$ cat src/rtl/nbt_sram_pkg.sv
package nbt_sram_pkg;
  localparam int BYTE_W = 9;

  // low two address bits on the n-th beat of a burst
  function automatic logic [1:0] burst_low(input logic [1:0] start,
                                           input logic [1:0] n,
                                           input logic       ilv);
    return ilv ? (start ^ n) : (start + n);
  endfunction
endpackage

$ cat src/rtl/nbt_sleep_ctl.sv
module nbt_sleep_ctl #(
  parameter int WAKE_CYC = 4
) (
  input  logic clk,
  input  logic rst_n,
  input  logic sleep,
  output logic asleep
);
  localparam int CW = $clog2(WAKE_CYC + 1);

  logic [1:0]    pipe;
  logic [CW-1:0] wake;

  always_ff @(posedge clk) begin
    if (!rst_n) begin
      pipe <= '0;
      wake <= '0;
    end else begin
      pipe <= {pipe[0], sleep};
      if (pipe[1] && !pipe[0]) wake <= CW'(WAKE_CYC);
      else if (wake != '0)     wake <= wake - 1'b1;
    end
  end

  assign asleep = pipe[1] | (wake != '0);
endmodule

$ cat src/rtl/nbt_cmd_dec.sv
module nbt_cmd_dec #(
  parameter int AW = 4
) (
  input  logic          clk,
  input  logic          rst_n,
  input  logic          adv,
  input  logic          en_ok,
  input  logic          wr_n,
  input  logic          ilv,
  input  logic          asleep,
  input  logic [AW-1:0] addr,
  output logic          take,
  output logic          take_wr,
  output logic [AW-1:0] acc_addr
);
  import nbt_sram_pkg::*;

  logic [AW-1:0] base;
  logic [1:0]    cnt;
  logic          b_vld;
  logic          b_wr;
  logic [1:0]    cnt_nxt;

  assign cnt_nxt = cnt + 2'd1;

  always_comb begin
    if (!adv) begin
      take     = en_ok & ~asleep;
      take_wr  = ~wr_n;
      acc_addr = addr;
    end else begin
      take     = b_vld & ~asleep;
      take_wr  = b_wr;
      acc_addr = {base[AW-1:2], burst_low(base[1:0], cnt_nxt, ilv)};
    end
  end

  always_ff @(posedge clk) begin
    if (!rst_n) begin
      base  <= '0;
      cnt   <= '0;
      b_vld <= 1'b0;
      b_wr  <= 1'b0;
    end else if (asleep) begin
      b_vld <= 1'b0;
    end else if (!adv) begin
      base  <= addr;
      cnt   <= '0;
      b_vld <= en_ok;
      b_wr  <= ~wr_n;
    end else if (b_vld) begin
      cnt <= cnt_nxt;
    end
  end
endmodule

$ cat src/rtl/nbt_array.sv
module nbt_array #(
  parameter int AW = 4,
  parameter int NB = 2
) (
  input  logic                         clk,
  input  logic                         rst_n,
  input  logic                         we,
  input  logic [NB-1:0]                wmask,
  input  logic [AW-1:0]                waddr,
  input  logic [NB*nbt_sram_pkg::BYTE_W-1:0] wdata,
  input  logic [AW-1:0]                raddr,
  output logic [NB*nbt_sram_pkg::BYTE_W-1:0] rdata
);
  import nbt_sram_pkg::*;
  localparam int DW    = NB * BYTE_W;
  localparam int DEPTH = 1 << AW;

  logic [DW-1:0] mem [DEPTH];

  always_ff @(posedge clk) begin
    if (!rst_n) begin
      for (int i = 0; i < DEPTH; i++) mem[i] <= '0;
    end else if (we) begin
      for (int b = 0; b < NB; b++)
        if (wmask[b]) mem[waddr][b*BYTE_W +: BYTE_W] <= wdata[b*BYTE_W +: BYTE_W];
    end
  end

  assign rdata = mem[raddr];
endmodule

$ cat src/rtl/nbt_sram.sv
module nbt_sram #(
  parameter int AW       = 4,
  parameter int NB       = 2,
  parameter int WAKE_CYC = 4
) (
  input  logic                              clk,
  input  logic                              rst_n,
  input  logic                              flow_mode,
  input  logic                              ilv_order,
  input  logic                              cs_a,
  input  logic                              cs_b,
  input  logic                              cs_c_n,
  input  logic                              wr_n,
  input  logic [NB-1:0]                     bw_n,
  input  logic                              adv,
  input  logic [AW-1:0]                     addr,
  input  logic [NB*nbt_sram_pkg::BYTE_W-1:0] din,
  input  logic                              oe_n,
  input  logic                              sleep,
  output logic [NB*nbt_sram_pkg::BYTE_W-1:0] dout,
  output logic                              dout_oe
);
  import nbt_sram_pkg::*;
  localparam int DW = NB * BYTE_W;

  logic          en_ok, asleep, take, take_wr;
  logic [AW-1:0] acc_addr;

  assign en_ok = cs_a & cs_b & ~cs_c_n;

  nbt_sleep_ctl #(.WAKE_CYC(WAKE_CYC)) u_sleep (
    .clk(clk), .rst_n(rst_n), .sleep(sleep), .asleep(asleep)
  );

  nbt_cmd_dec #(.AW(AW)) u_dec (
    .clk(clk), .rst_n(rst_n), .adv(adv), .en_ok(en_ok), .wr_n(wr_n),
    .ilv(ilv_order), .asleep(asleep), .addr(addr),
    .take(take), .take_wr(take_wr), .acc_addr(acc_addr)
  );

  // command stages: s1 holds the command of the last edge, s2 the one before
  logic          s1_vld, s1_wr, s2_vld, s2_wr;
  logic [NB-1:0] s1_mask, s2_mask;
  logic [AW-1:0] s1_addr, s2_addr;

  always_ff @(posedge clk) begin
    if (!rst_n) begin
      s1_vld <= 1'b0; s1_wr <= 1'b0; s1_mask <= '0; s1_addr <= '0;
      s2_vld <= 1'b0; s2_wr <= 1'b0; s2_mask <= '0; s2_addr <= '0;
    end else begin
      s1_vld <= take;   s1_wr <= take_wr; s1_mask <= ~bw_n;  s1_addr <= acc_addr;
      s2_vld <= s1_vld; s2_wr <= s1_wr;   s2_mask <= s1_mask; s2_addr <= s1_addr;
    end
  end

  // write port: data arrives one edge (flow) or two edges (pipelined) late
  logic          w_en;
  logic [NB-1:0] w_mask;
  logic [AW-1:0] w_addr;
  logic [DW-1:0] rdata;

  assign w_en   = flow_mode ? (s1_vld & s1_wr) : (s2_vld & s2_wr);
  assign w_mask = flow_mode ? s1_mask : s2_mask;
  assign w_addr = flow_mode ? s1_addr : s2_addr;

  nbt_array #(.AW(AW), .NB(NB)) u_arr (
    .clk(clk), .rst_n(rst_n), .we(w_en), .wmask(w_mask), .waddr(w_addr),
    .wdata(din), .raddr(s1_addr), .rdata(rdata)
  );

  // pipelined output register, bypassing a write that commits at the same edge
  logic          fwd_hit;
  logic [DW-1:0] fwd, dq;
  logic          rd_q;

  assign fwd_hit = ~flow_mode & s2_vld & s2_wr & (s2_addr == s1_addr);

  for (genvar b = 0; b < NB; b++) begin : g_fwd
    assign fwd[b*BYTE_W +: BYTE_W] = (fwd_hit && s2_mask[b]) ?
                                     din[b*BYTE_W +: BYTE_W] : rdata[b*BYTE_W +: BYTE_W];
  end

  always_ff @(posedge clk) begin
    if (!rst_n) begin
      dq   <= '0;
      rd_q <= 1'b0;
    end else begin
      dq   <= fwd;
      rd_q <= s1_vld & ~s1_wr;
    end
  end

  assign dout    = flow_mode ? rdata : dq;
  assign dout_oe = ~oe_n & (flow_mode ? (s1_vld & ~s1_wr) : rd_q);
endmodule

$ cat config.mk
export PLATFORM = sky130hd
export DESIGN_NAME = nbt_sram
export DESIGN_NICKNAME = d
export VERILOG_FILES = /design/src/rtl/nbt_sram_pkg.sv /design/src/rtl/nbt_sleep_ctl.sv /design/src/rtl/nbt_cmd_dec.sv /design/src/rtl/nbt_array.sv /design/src/rtl/nbt_sram.sv
export SDC_FILE = /design/constraint.sdc
export NUM_CORES = 1
export LEC_CHECK = 0
export BUFFER_PORTS_ARGS = -buffer_cell sky130_fd_sc_hd__buf_2
export CAP_MARGIN = 20
export CORE_ASPECT_RATIO = 0.75
export CORE_MARGIN = 4
export CORE_UTILIZATION = 30
export CTS_CLUSTER_DIAMETER = 100
export CTS_CLUSTER_SIZE = 30
export DETAILED_ROUTE_END_ITERATION = 16
export MAX_ROUTING_LAYER = met4
export PLACE_DENSITY = 0.54
export SLEW_MARGIN = 20
export SYNTH_ARGS = -nofsm -noshare
export SYNTH_HDL_FRONTEND = slang
export SYNTH_SLANG_ARGS = --single-unit
$ cat constraint.sdc
create_clock -name clk -period 5.96 [get_ports clk]
set_input_delay 0 -clock clk [delete_from_list [all_inputs] [get_ports clk]]
set_output_delay 0 -clock clk [all_outputs]
set_load 0.05 [all_outputs]
==> results.md, run 1 <==
- Die Y: 204 um
- Post-synthesis sequential area ratio: roughly 63%
- VDD IR-drop max: 0.155 mV
- GRT overflow: 0
- Yosys cell types: 46
- GRT Total Usage: around 14%
- Post-Syn Nets: 1082
- Layout area overhead: 10.9%
- CTS Sinks: 336
- Slew HR: 26.4%
- Fin crit share: 59.8%
- Fillcell total: 4810
- Dpl cells: 1716
- Detailed placer's ending HPWL: between 20 and 25 mm
- Number of diodes: 0
- Number of synthesized flops with an enable pin: between 200 and 300
- Min-delay worst type: input pin to flop
- Final Core Density: between 30% and 40%
- Crit path kind: flop to primary output
- RSZ-0062 raised after global routing: false
- # Post-CTS Setup Buffers: 0
- Fmax: 281 MHz
- Avg Cell Area, Syn: 14.7 um^2
- TritonCTS Buffers: 15
- Synth warn: 0
- Hold buffer count at cts: 26
- Global-route wire length before repair: ~57 mm
- Site Rows: approximately 70
- Clk root buf: clkbuf_16
- Run status: finished, final reports clean
- Post-route DRC violation count: 0
- Post-DR vias/cell: 4.84
- LEAKAGE: 6.09 nW
- Power per cell area: 268 nW/um^2
- MaxCap Viol Count: 0
- Post-synth ARST share: 0%
- CTS resizes: 0
- Clk slew on worst S/H paths: 120 ps
- Core Area: 50400 um^2
- Period minus WS final: 3560 ps
- WP data required: slightly below 6000 ps
- Setup TNS Final: 0 ps
- Most frequent cells in the layout: and2_1 (299), edfxtp_1 (288), mux4_2 (68)
- Antenna violations before repair: 0
- Tightest Pin Transition: 1100 ps
- Largest net degree at the start of global routing: just under 80
- Initial Utilization: 30.5%
- Final instance area: roughly 17000 um^2
- Final Hold Vio Count: 0
- Post-route insts no fill: 1768
- Full die area: 54900 um^2
- Total Nets Final: 1142
- I/O Pins: 54
- Share of cells above drive strength 1: 19.3%
- Crit end category: primary output
- Max-slew violations: 0
- Worst-Skew Late Latency: approximately 500 ps
- Post-synthesis cell area: 15400 um^2
- Initial DRC count: around 750
- CTS Buffer Depth: 3
- Synth Register Bits: ~340
- Commonest non-fill, non-tap cell in the layout: and2_1
- Port bufs: 53
- Final wirelength: 37.9 mm
- Width of the die: about 270 um
- Worst Path Max Fanout: 38
- DR WL/cell: around 21 um
- Worst setup SP type: flop
- Total number of vias: 8556
- Drt pass-1 iters: 5
- Layout Skew: between 15 and 20 ps
- CTS tree: done
- Mapped Cells: 1043
- Arrival @ worst endpoint: 3560 ps
- Vias in the first global route: 8538
- Synth Flop Type: edfxtp_1
- DP Area: 16300 um^2
- Setup-failing EPs final: 0
- Antenna-violating nets left: 0
- Routability cong.: 0.753
- H-tree depth: 1
synthesized netlist by cell type, types with 7 or more instances:
cell type  number  share of area (%)
nor2_1         41                1.0
mux4_2         68                 10
and2_1        299                 12
mux2_4         10               0.98
a22oi_2         8               0.65
buf_2          19               0.62
o21ai_1        10               0.33
o21ai_0        30               0.98
edfxtp_1      288                 56
nand2_1        24               0.59
and3b_1         7               0.40
dfxtp_1        48                6.3
clkbuf_1       33               0.81
a22oi_1        28                1.4
a22o_1         18                1.0
a21oi_1        11               0.36
mux2_2         10               0.73
nand2b_1       11               0.45
nor3_2          8               0.52
registers in the layout, indices dropped and copies added (netlist names), 2 cells and up:
register      cells
dq               18
s1_addr           4
s1_mask           2
s2_addr           4
s2_mask           2
u_arr.mem       288
u_dec.base        4
u_dec.cnt         2
u_sleep.pipe      2
u_sleep.wake      3
area by class of cell:
type	count	area, um^2	area share (%)
clock buffer	22	402	2.36
inverter	6	22.5	0.132
multi-input combinational	639	5400	31.7
clock inverter	3	30.0	0.176
sequential	336	9620	56.5
timing repair buffer	105	741	4.35
tap	657	822	4.83
cells by family after synthesis:
family / after synthesis / share of synthesized area (%)
DFF: 336 / 62.5
AOI/OAI and AO/OA: 114 / 5.28
and+or+nand+nor: 417 / 16.4
xor gates and xnor gates: 8 / 0.456
buffers and inverters: 68 / 2.36
adders and majority gates: 4 / 0.326
muxes: 96 / 12.6
final timing paths:
check	endpoint	slack (ps)	from	depth (start not counted)
max	dout[2]	2400	s1_addr[0]	6
min	dq[13]	20	din[13]	2
max reg2reg	u_arr.mem[13][0]	2880	s1_addr[0]	4
min reg2reg	u_sleep.pipe[1]	460	u_sleep.pipe[0]	1
critical path, cell delays in order, from the launching register on:
cell,delay (ps)
dfxtp_4,860
buf_4,520
mux4_2,610
a22oi_1,380
nand2_1,140
mux2_2,280
buf_2,210
routing by layer:
metal	GRT usage, %	wire length (um)	up-vias
li1	-	-	3976
met1	21.8	19400	4357
met2	20.5	16200	203
met3	1.27	1910	20
met4	1.88	393	0
met5	-	0	-
through the flow:
| stage | hold WS [ps] | power, mW | setup slack [ps] |
|---|---|---|---|
| after floorplan | 66.7 | 3.18 | 3770 |
| after global placement | 195 | 3.36 | 2780 |
| after detailed placement | 186 | 3.37 | 2720 |
| after CTS | 2.59 | 4.60 | 2360 |
| after global routing | 15.2 | 4.73 | 2200 |
| final | 17.5 | 4.56 | 2400 |
where the power goes:
group / internal [mW] / switching (mW) / total (mW)
clock: 0.490 / 0.748 / 1.24
sequential: 2.64 / 0.0632 / 2.70
combinational: 0.245 / 0.378 / 0.623
(Power assumes the default switching activity.)
==> run 2, diff against run 1 <==
ABC_AREA = 1   (was not set)
PLACE_DENSITY = 0.55   (was 0.54)
clock period = 2.95 ns   (was 5.96 ns; I/O delays follow)
==> run 2 against run 1 <==
Register-to-register slack worse by 2600 ps; clock power increased by 100%; worst hold slack better by 30 ps.
==> results.md, run 2 <==
- Port bufs: 53 (unchanged)
- Post-synthesis sequential area ratio: 60.0% (was 62.5%)
- Total Nets Final: 1963 (was 1142)
- Tightest Pin Transition: 973 ps (was 1100 ps)
- Vias in the first global route: 11700 (was 8538)
- Fmax: 375 MHz
- MaxCap Viol Count: 0 (unchanged)
- # Post-CTS Setup Buffers: 0 (unchanged)
- Detailed placer's ending HPWL: 29.8 mm (was 24.9 mm)
- Initial DRC count: 1329 (was 752)
- Yosys cell types: 29 (was 46)
- CTS Buffer Depth: 3 (unchanged)
- H-tree depth: 1 (unchanged)
- Setup TNS Final: 0 ps (unchanged)
- Worst setup SP type: flop (unchanged)
- Setup-failing EPs final: 0 (unchanged)
- Clk slew on worst S/H paths: 120 ps (about the same)
- Largest registers in the final layout: u_arr.mem: 288 flops, dq: 18 flops (unchanged)
- Commonest cells in the netlist: nand2_1 (617), nor2_1 (319), edfxtp_1 (288), inv_1 (217), nand3_1 (203) (was and2_1 (299), edfxtp_1 (288), mux4_2 (68), dfxtp_1 (48), nor2_1 (41))
- Share of cells above drive strength 1: 7.25% (was 19.3%)
- GRT overflow: 0 (unchanged)
- Avg Cell Area, Syn: 8.43 um^2 (was 14.7 um^2)
- Top-count cell post-synth: nand2_1 (was and2_1)
- Post-route DRC violation count: 0 (unchanged)
- Post-synth ARST share: 0% (unchanged)
- WP data required: 3140 ps (was 5960 ps)
- Delay-heaviest family, CP: simple AND/OR/NAND/NOR gates (was multiplexers)
- Run status: finished, final reports clean (unchanged)
- Worst-Skew Late Latency: 510 ps (about the same)
- Layout Skew: 29.1 ps (was 19.4 ps)
- Setup ws final: 286 ps (was 2400 ps)
- Core Area: 52900 um^2 (was 50400 um^2)
- Antenna-violating nets left: 0 (unchanged)
- Logic pwr share: 21.6% (was 13.6%)
- Antenna violations before repair: 0 (unchanged)
- Commonest non-fill, non-tap cell in the layout: nand2_1 (was and2_1)
- LEAKAGE: 8.03 nW (was 6.09 nW)
- DR WL/cell: 17.1 um (was 21.4 um)
- Mapped Cells: 1900 (was 1043)
- RSZ-0062 raised after global routing: false (unchanged)
- Initial Utilization: 30.3% (was 30.5%)
- Period minus WS final: 2660 ps
- I/O Pins: 54 (unchanged)
- Worst hold slack: 47.1 ps (was 17.5 ps)
- Number of synthesized flops with an enable pin: 288 (unchanged)
- Width of the die: 275 um (was 269 um)
- Ranking of synthesized cells by area: edfxtp_1 (54%), nand2_1 (14%), nor2_1 (7.5%) (was edfxtp_1 (56%), and2_1 (12%), mux4_2 (10%))
- Max-slew violations: 0 (unchanged)
- Reg power frac: 53.8% (was 59.2%)
- NetSw: 3.21 mW (was 1.19 mW)
- Share of the synthesized area in the top cell type: 54.0% (was 56.3%)
- Total number of vias: 12400 (was 8556)
- Crit end category: flop (was primary output)
- WP buf/inv: 1 (was 2)
- Final Power: 10.1 mW (was 4.56 mW)
- Full die area: 57200 um^2 (was 54900 um^2)
- Largest net degree at the start of global routing: 146 (was 79)
- Number of diodes: 0 (unchanged)
- CTS Sinks: 336 (unchanged)
- Most used cell, CP: nand2_1
- GRT Total Usage: 16.0% (was 14.0%)
- Arrival @ worst endpoint: 2850 ps (was 3560 ps)
- Worst-path cell chain: inv_2 -> nand2_1 -> o21ai_0 -> nand2_1 -> nor2_1 -> nand2_2 -> nand2_1 (was buf_4 -> mux4_2 -> a22oi_1 -> nand2_1 -> mux2_2 -> buf_2)
- Register Area: 9610 um^2 (was 9620 um^2)
- Crit path kind: flop to flop (was flop to primary output)
- CP max-delay cell: nor2_1 (was dfxtp_4)
- Final wirelength: 45.2 mm (was 37.9 mm)
- Synth warn: 0 (unchanged)
- Min-delay worst type: input pin to flop (unchanged)
- Fin crit share: between 90% and 100%
- Slew HR: 34.7% (was 26.4%)
- Biggest register: u_arr.mem (unchanged)
- Global-route wire length before repair: 68.7 mm (was 57.2 mm)
- Multi-input gate area: 5130 um^2 (was 5400 um^2)
- Final Hold Vio Count: 0 (unchanged)
- Fillcell total: 5566 (was 4810)
- Routability cong.: 0.895 (was 0.753)
- Largest register FFs: 288 (unchanged)
- Post-synthesis cell area: 16000 um^2 (was 15400 um^2)
- Clk root buf: clkbuf_16 (unchanged)
- Post-DR vias/cell: 4.67 (was 4.84)
- Layout area overhead: 10.7% (was 10.9%)
- Slowest Stage Delay on Critical Path: 700 ps (was 860 ps)
- Die Y: 208 um (was 204 um)
- Clk network pwr share: 24.6% (was 27.1%)
- VDD IR-drop max: 0.431 mV (was 0.155 mV)
- Power per cell area: 572 nW/um^2 (was 268 nW/um^2)
- Post-Syn Nets: 1939 (was 1082)
- Synth Flop Type: edfxtp_1 (unchanged)
- Most frequent cells in the layout: nand2_1 (617), nor2_1 (319), edfxtp_1 (288) (was and2_1 (299), edfxtp_1 (288), mux4_2 (68))
- Worst Path Max Fanout: 14 (was 38)
- Synth Register Bits: 336 (unchanged)
- Pre-CTS setup slack: 349 ps (was 2720 ps)
- CTS tree: done (unchanged)
- Largest area contributor in the netlist: edfxtp_1 (unchanged)
- TritonCTS Buffers: 15 (unchanged)
- Sw frac: 31.6% (was 26.0%)
- Drt pass-1 iters: 5 (unchanged)
- Internal power: 6.93 mW (was 3.38 mW)
- Site Rows: 73 (was 71)
-- run 2: cell type report --
cell class | instances | area share, %
clock buffers | 24 | 2.31
clock inverters | 1 | 0.169
inverters | 237 | 5.03
multi-input cells | 1228 | 29.0
flip-flops and latches | 336 | 54.2
well taps | 712 | 5.03
repair buffers | 106 | 4.28
-- run 2: final timing paths --
check                endpoint  slack, ps  cells after the start       start
min           u_arr.mem[5][6]         50                      3      din[6]
max reg2reg  u_arr.mem[5][12]        290                      7  s1_addr[1]
min reg2reg        s2_mask[0]        440                      2  s1_mask[0]
max          u_arr.mem[5][12]        290                      7  s1_addr[1]
-- run 2: worst register-to-register path: stages (launching register included) --
cell	delay (ps)
dfxtp_2	340
inv_2	240
nand2_1	80
o21ai_0	140
nand2_1	170
nor2_1	700
nand2_2	280
nand2_1	380
-- run 2: stage by stage --
step	util, %	std cells	instance area, um^2
floorplan	-	1900	16000
global placement	32.2	2597	17100
detailed placement	32.3	2600	17100
CTS	33.5	2644	17700
global route	33.5	2644	17700
finish	33.5	2644	17700
-- run 2: kinds of logic (layout without fill, tap and decap cells) --
group / after synthesis / after routing / share of synthesized area, %
AO/OA/AOI/OAI: 26 / 26 / 0.929
XOR/XNOR: 4 / 4 / 0.219
adder cells (fa/ha/maj): 4 / 4 / 0.312
buffers and inverters: 336 / 368 / 7.97
flip-flops: 336 / 336 / 60.0
multiplexers: 2 / 2 / 0.125
AND/OR/NAND/NOR: 1192 / 1192 / 30.5
-- run 2: power by group through the flow --
| stage | logic, mW | clock network [mW] | registers (mW) |
|---|---|---|---|
| 2_1_floorplan | 1.49 | 0 | 5.53 |
| 3_3_place_gp | 2.15 | 0 | 5.56 |
| 3_5_place_dp | 2.17 | 0 | 5.57 |
| 4_1_cts | 2.19 | 2.55 | 5.46 |
| 5_1_grt | 2.42 | 2.70 | 5.48 |
| 6_report | 2.19 | 2.49 | 5.46 |
-- run 2: repair_timing --
item	in CTS	in global routing
hold buffers	19	0
resized for setup	0	0
endpoints found under the hold margin	17	0
-- run 2: metal layers --
metal	global-route usage (%)	part of all wire (%)
met1	22.6	45
met3	2.61	8.2
met5	-	0
met2	24.4	45
met4	2.97	2.1
==> run 3, diff against run 2 <==
PLACE_DENSITY = 0.53   (was 0.55)
clock period = 3.1 ns   (was 2.95 ns; I/O delays follow)
==> run 3 against run 2 <==
Core utilization barely moved; setup slack gained 33 ps; final cell count is the same; largest cell class unchanged; highest routed layer unchanged.
==> results.md, run 3 (synthesis gave the netlist of run 2 again) <==
- Period minus WS final: 2780 ps (was 2660 ps)
- Pre-CTS setup slack: 540 ps (was 349 ps)
- Run status: finished, final reports clean (unchanged)
- Max-slew violations: 0 (unchanged)
- CP max-delay cell: dlygate4sd3_1 (was nor2_1)
- Worst R2R Start: u_sleep.wake[0] (was s1_addr[1])
- Initial DRC count: 1155 (was 1329)
- Slew HR: 35.9% (was 34.7%)
- CTS Buffer Depth: 3 (unchanged)
- DR WL/cell: 16.7 um (was 17.1 um)
- Crit end category: flop (unchanged)
- Core Area: 52900 um^2 (unchanged)
- Worst Path Max Fanout: 7 (was 14)
- Register Area: 9610 um^2 (unchanged)
- Share of cells above drive strength 1: 7.04% (was 7.25%)
- Largest registers in the final layout: u_arr.mem: 288 flops, dq: 18 flops (unchanged)
- Routability cong.: 0.850 (was 0.895)
- Port bufs: 53 (unchanged)
- Worst R2R Path Depth: 10 (was 7)
- Global-route wire length before repair: 67.5 mm (was 68.7 mm)
- Number of diodes: 0 (unchanged)
- Detailed placer's ending HPWL: 28.8 mm (was 29.8 mm)
- Post-route DRC violation count: 0 (unchanged)
- MaxCap Viol Count: 0 (unchanged)
- Arrival @ worst endpoint: 3260 ps (was 2850 ps)
- LEAKAGE: 8.03 nW (about the same)
- Total number of vias: 12300 (was 12400)
- Worst hold slack: 45.9 ps (was 47.1 ps)
- Fillcell total: 5538 (was 5566)
- Critical R2R Capture: u_dec.cnt[1] (was u_arr.mem[5][12])
- Die Y: 208 um (unchanged)
- H-tree depth: 1 (unchanged)
- Min-Delay Endpoint: u_arr.mem[3][7] (was u_arr.mem[5][6])
- RSZ-0062 raised after global routing: false (unchanged)
- Slowest Stage Delay on Critical Path: 570 ps (was 700 ps)
- Layout area overhead: 10.7% (about the same)
- Min-delay src: din[7] (was din[6])
- Power per cell area: 545 nW/um^2 (was 572 nW/um^2)
- Fin crit share: 89.7% (was 90.3%)
- Clk slew on worst S/H paths: 120 ps (about the same)
- Antenna-violating nets left: 0 (unchanged)
- GRT overflow: 0 (unchanged)
- Width of the die: 275 um (unchanged)
- Met2 Usage GRT: 23.9% (was 24.4%)
- Clk root buf: clkbuf_16 (unchanged)
- WP data required: 3580 ps (was 3140 ps)
- Most frequent cells in the layout: nand2_1 (617), nor2_1 (319), edfxtp_1 (288) (unchanged)
- TritonCTS Buffers: 15 (unchanged)
- Multi-input gate area: 5130 um^2 (unchanged)
- # Post-CTS Setup Buffers: 0 (unchanged)
- Antenna violations before repair: 0 (unchanged)
- Drt pass-1 iters: 5 (unchanged)
- Total Nets Final: 1963 (unchanged)
- Largest net degree at the start of global routing: 146 (unchanged)
- GRT busiest layer: met2 (unchanged)
- Post-DR vias/cell: 4.67 (about the same)
- Met1 usage in global routing: 22.4% (was 22.6%)
- Hold path depth: 4 (was 3)
- Tightest Pin Transition: 958 ps (was 973 ps)
- Final Power: 9.67 mW (was 10.1 mW)
- GRT Total Usage: 15.6% (was 16.0%)
- Setup ws final: 319 ps (was 286 ps)
- Min-delay worst type: input pin to flop (unchanged)
- Final wirelength: 44.1 mm (was 45.2 mm)
- Most used cell, CP: inv_1 (was nand2_1)
- Full die area: 57200 um^2 (unchanged)
- Layout Skew: 42.7 ps (was 29.1 ps)
- Setup TNS Final: 0 ps (unchanged)
- Setup-failing EPs final: 0 (unchanged)
- I/O Pins: 54 (unchanged)
- Flop-to-flop setup slack: 320 ps (was 290 ps)
- CTS tree: done (unchanged)
- Final Core Density: 33.5% (about the same)
- Fmax: 360 MHz (was 375 MHz)
- Worst-Skew Late Latency: 530 ps (was 510 ps)
- GR Layer Usage met3: 2.41% (was 2.61%)
- VDD IR-drop max: 0.392 mV (was 0.431 mV)
- Crit path kind: flop to flop (unchanged)
- Vias in the first global route: 11700 (about the same)
- Final Hold Vio Count: 0 (unchanged)
- Site Rows: 73 (unchanged)
- Worst setup SP type: flop (unchanged)
- CTS Sinks: 336 (unchanged)
- Initial Utilization: 30.3% (unchanged)
- Largest register FFs: 288 (unchanged)
- Worst-path cell chain: inv_1 -> ha_1 -> ha_1 -> inv_1 -> nor2_1 -> o21ai_0 -> inv_1 -> nand3_1 -> a21oi_1 -> dlygate4sd3_1 (was inv_2 -> nand2_1 -> o21ai_0 -> nand2_1 -> nor2_1 -> nand2_2 -> nand2_1)
- Commonest non-fill, non-tap cell in the layout: nand2_1 (unchanged)
- Biggest register: u_arr.mem (unchanged)
==> run 3: cell types whose count changed in the layout (fill, tap and decap cells not counted), sizes merged <==
cell | before | now
dlygate4sd3 | 19 | 23
buf | 87 | 83
==> run 3: cell type report <==
type	instances	area share [%]
clock buffers	24	2.31
clock inverters	1	0.169
inverters	237	5.03
multi-input cells	1228	29.0
flip-flops and latches	336	54.2
well taps	712	5.02
repair buffers	106	4.29
==> run 3: worst max-delay path by stage <==
stage | endpoint | slack [ps] | from
floorplan | u_arr.mem[1][0] | 1230 | s1_addr[3]
detailed placement | u_arr.mem[7][9] | 540 | s1_addr[3]
CTS | dout[17] | 340 | s1_addr[0]
global placement | u_arr.mem[11][12] | 100 | s2_wr
global route | u_dec.cnt[1] | 100 | u_sleep.wake[0]
finish | u_dec.cnt[1] | 320 | u_sleep.wake[0]
==> run 3: worst max-delay path: cells and delay by family (launching register included) <==
| family | cells | cell delay [ps] |
|---|---|---|
| buffers and inverters | 4 | 890 |
| AOI/OAI and AO/OA | 2 | 520 |
| DFF | 1 | 340 |
| adders and majority gates | 2 | 390 |
| and+or+nand+nor | 2 | 580 |
==> run 3: stage by stage <==
stage	area, um^2	cells
2_1_floorplan	16000	1900
3_3_place_gp	17000	2594
3_5_place_dp	17100	2596
4_1_cts	17700	2644
5_1_grt	17700	2644
6_report	17700	2644
==> run 3: repair_timing <==
item / in CTS / in global routing
resized for setup: 0 / 0
hold endpoints to repair: 21 / 0
hold buffers: 23 / 0
==> run 3: layer usage <==
metal	routed length (um)	part of all wire (%)
met1	20800	47
met3	3010	6.8
met2	19600	44
met5	0	0
met4	699	1.6
==> run 3: where the power goes <==
part	switching (mW)	internal [mW]	leakage, nW	total (mW)
clock	1.45	0.948	0.207	2.39
sequential	0.0816	5.11	3.37	5.19
combinational	1.54	0.543	4.46	2.08
total	3.07	6.60	8.03	9.67
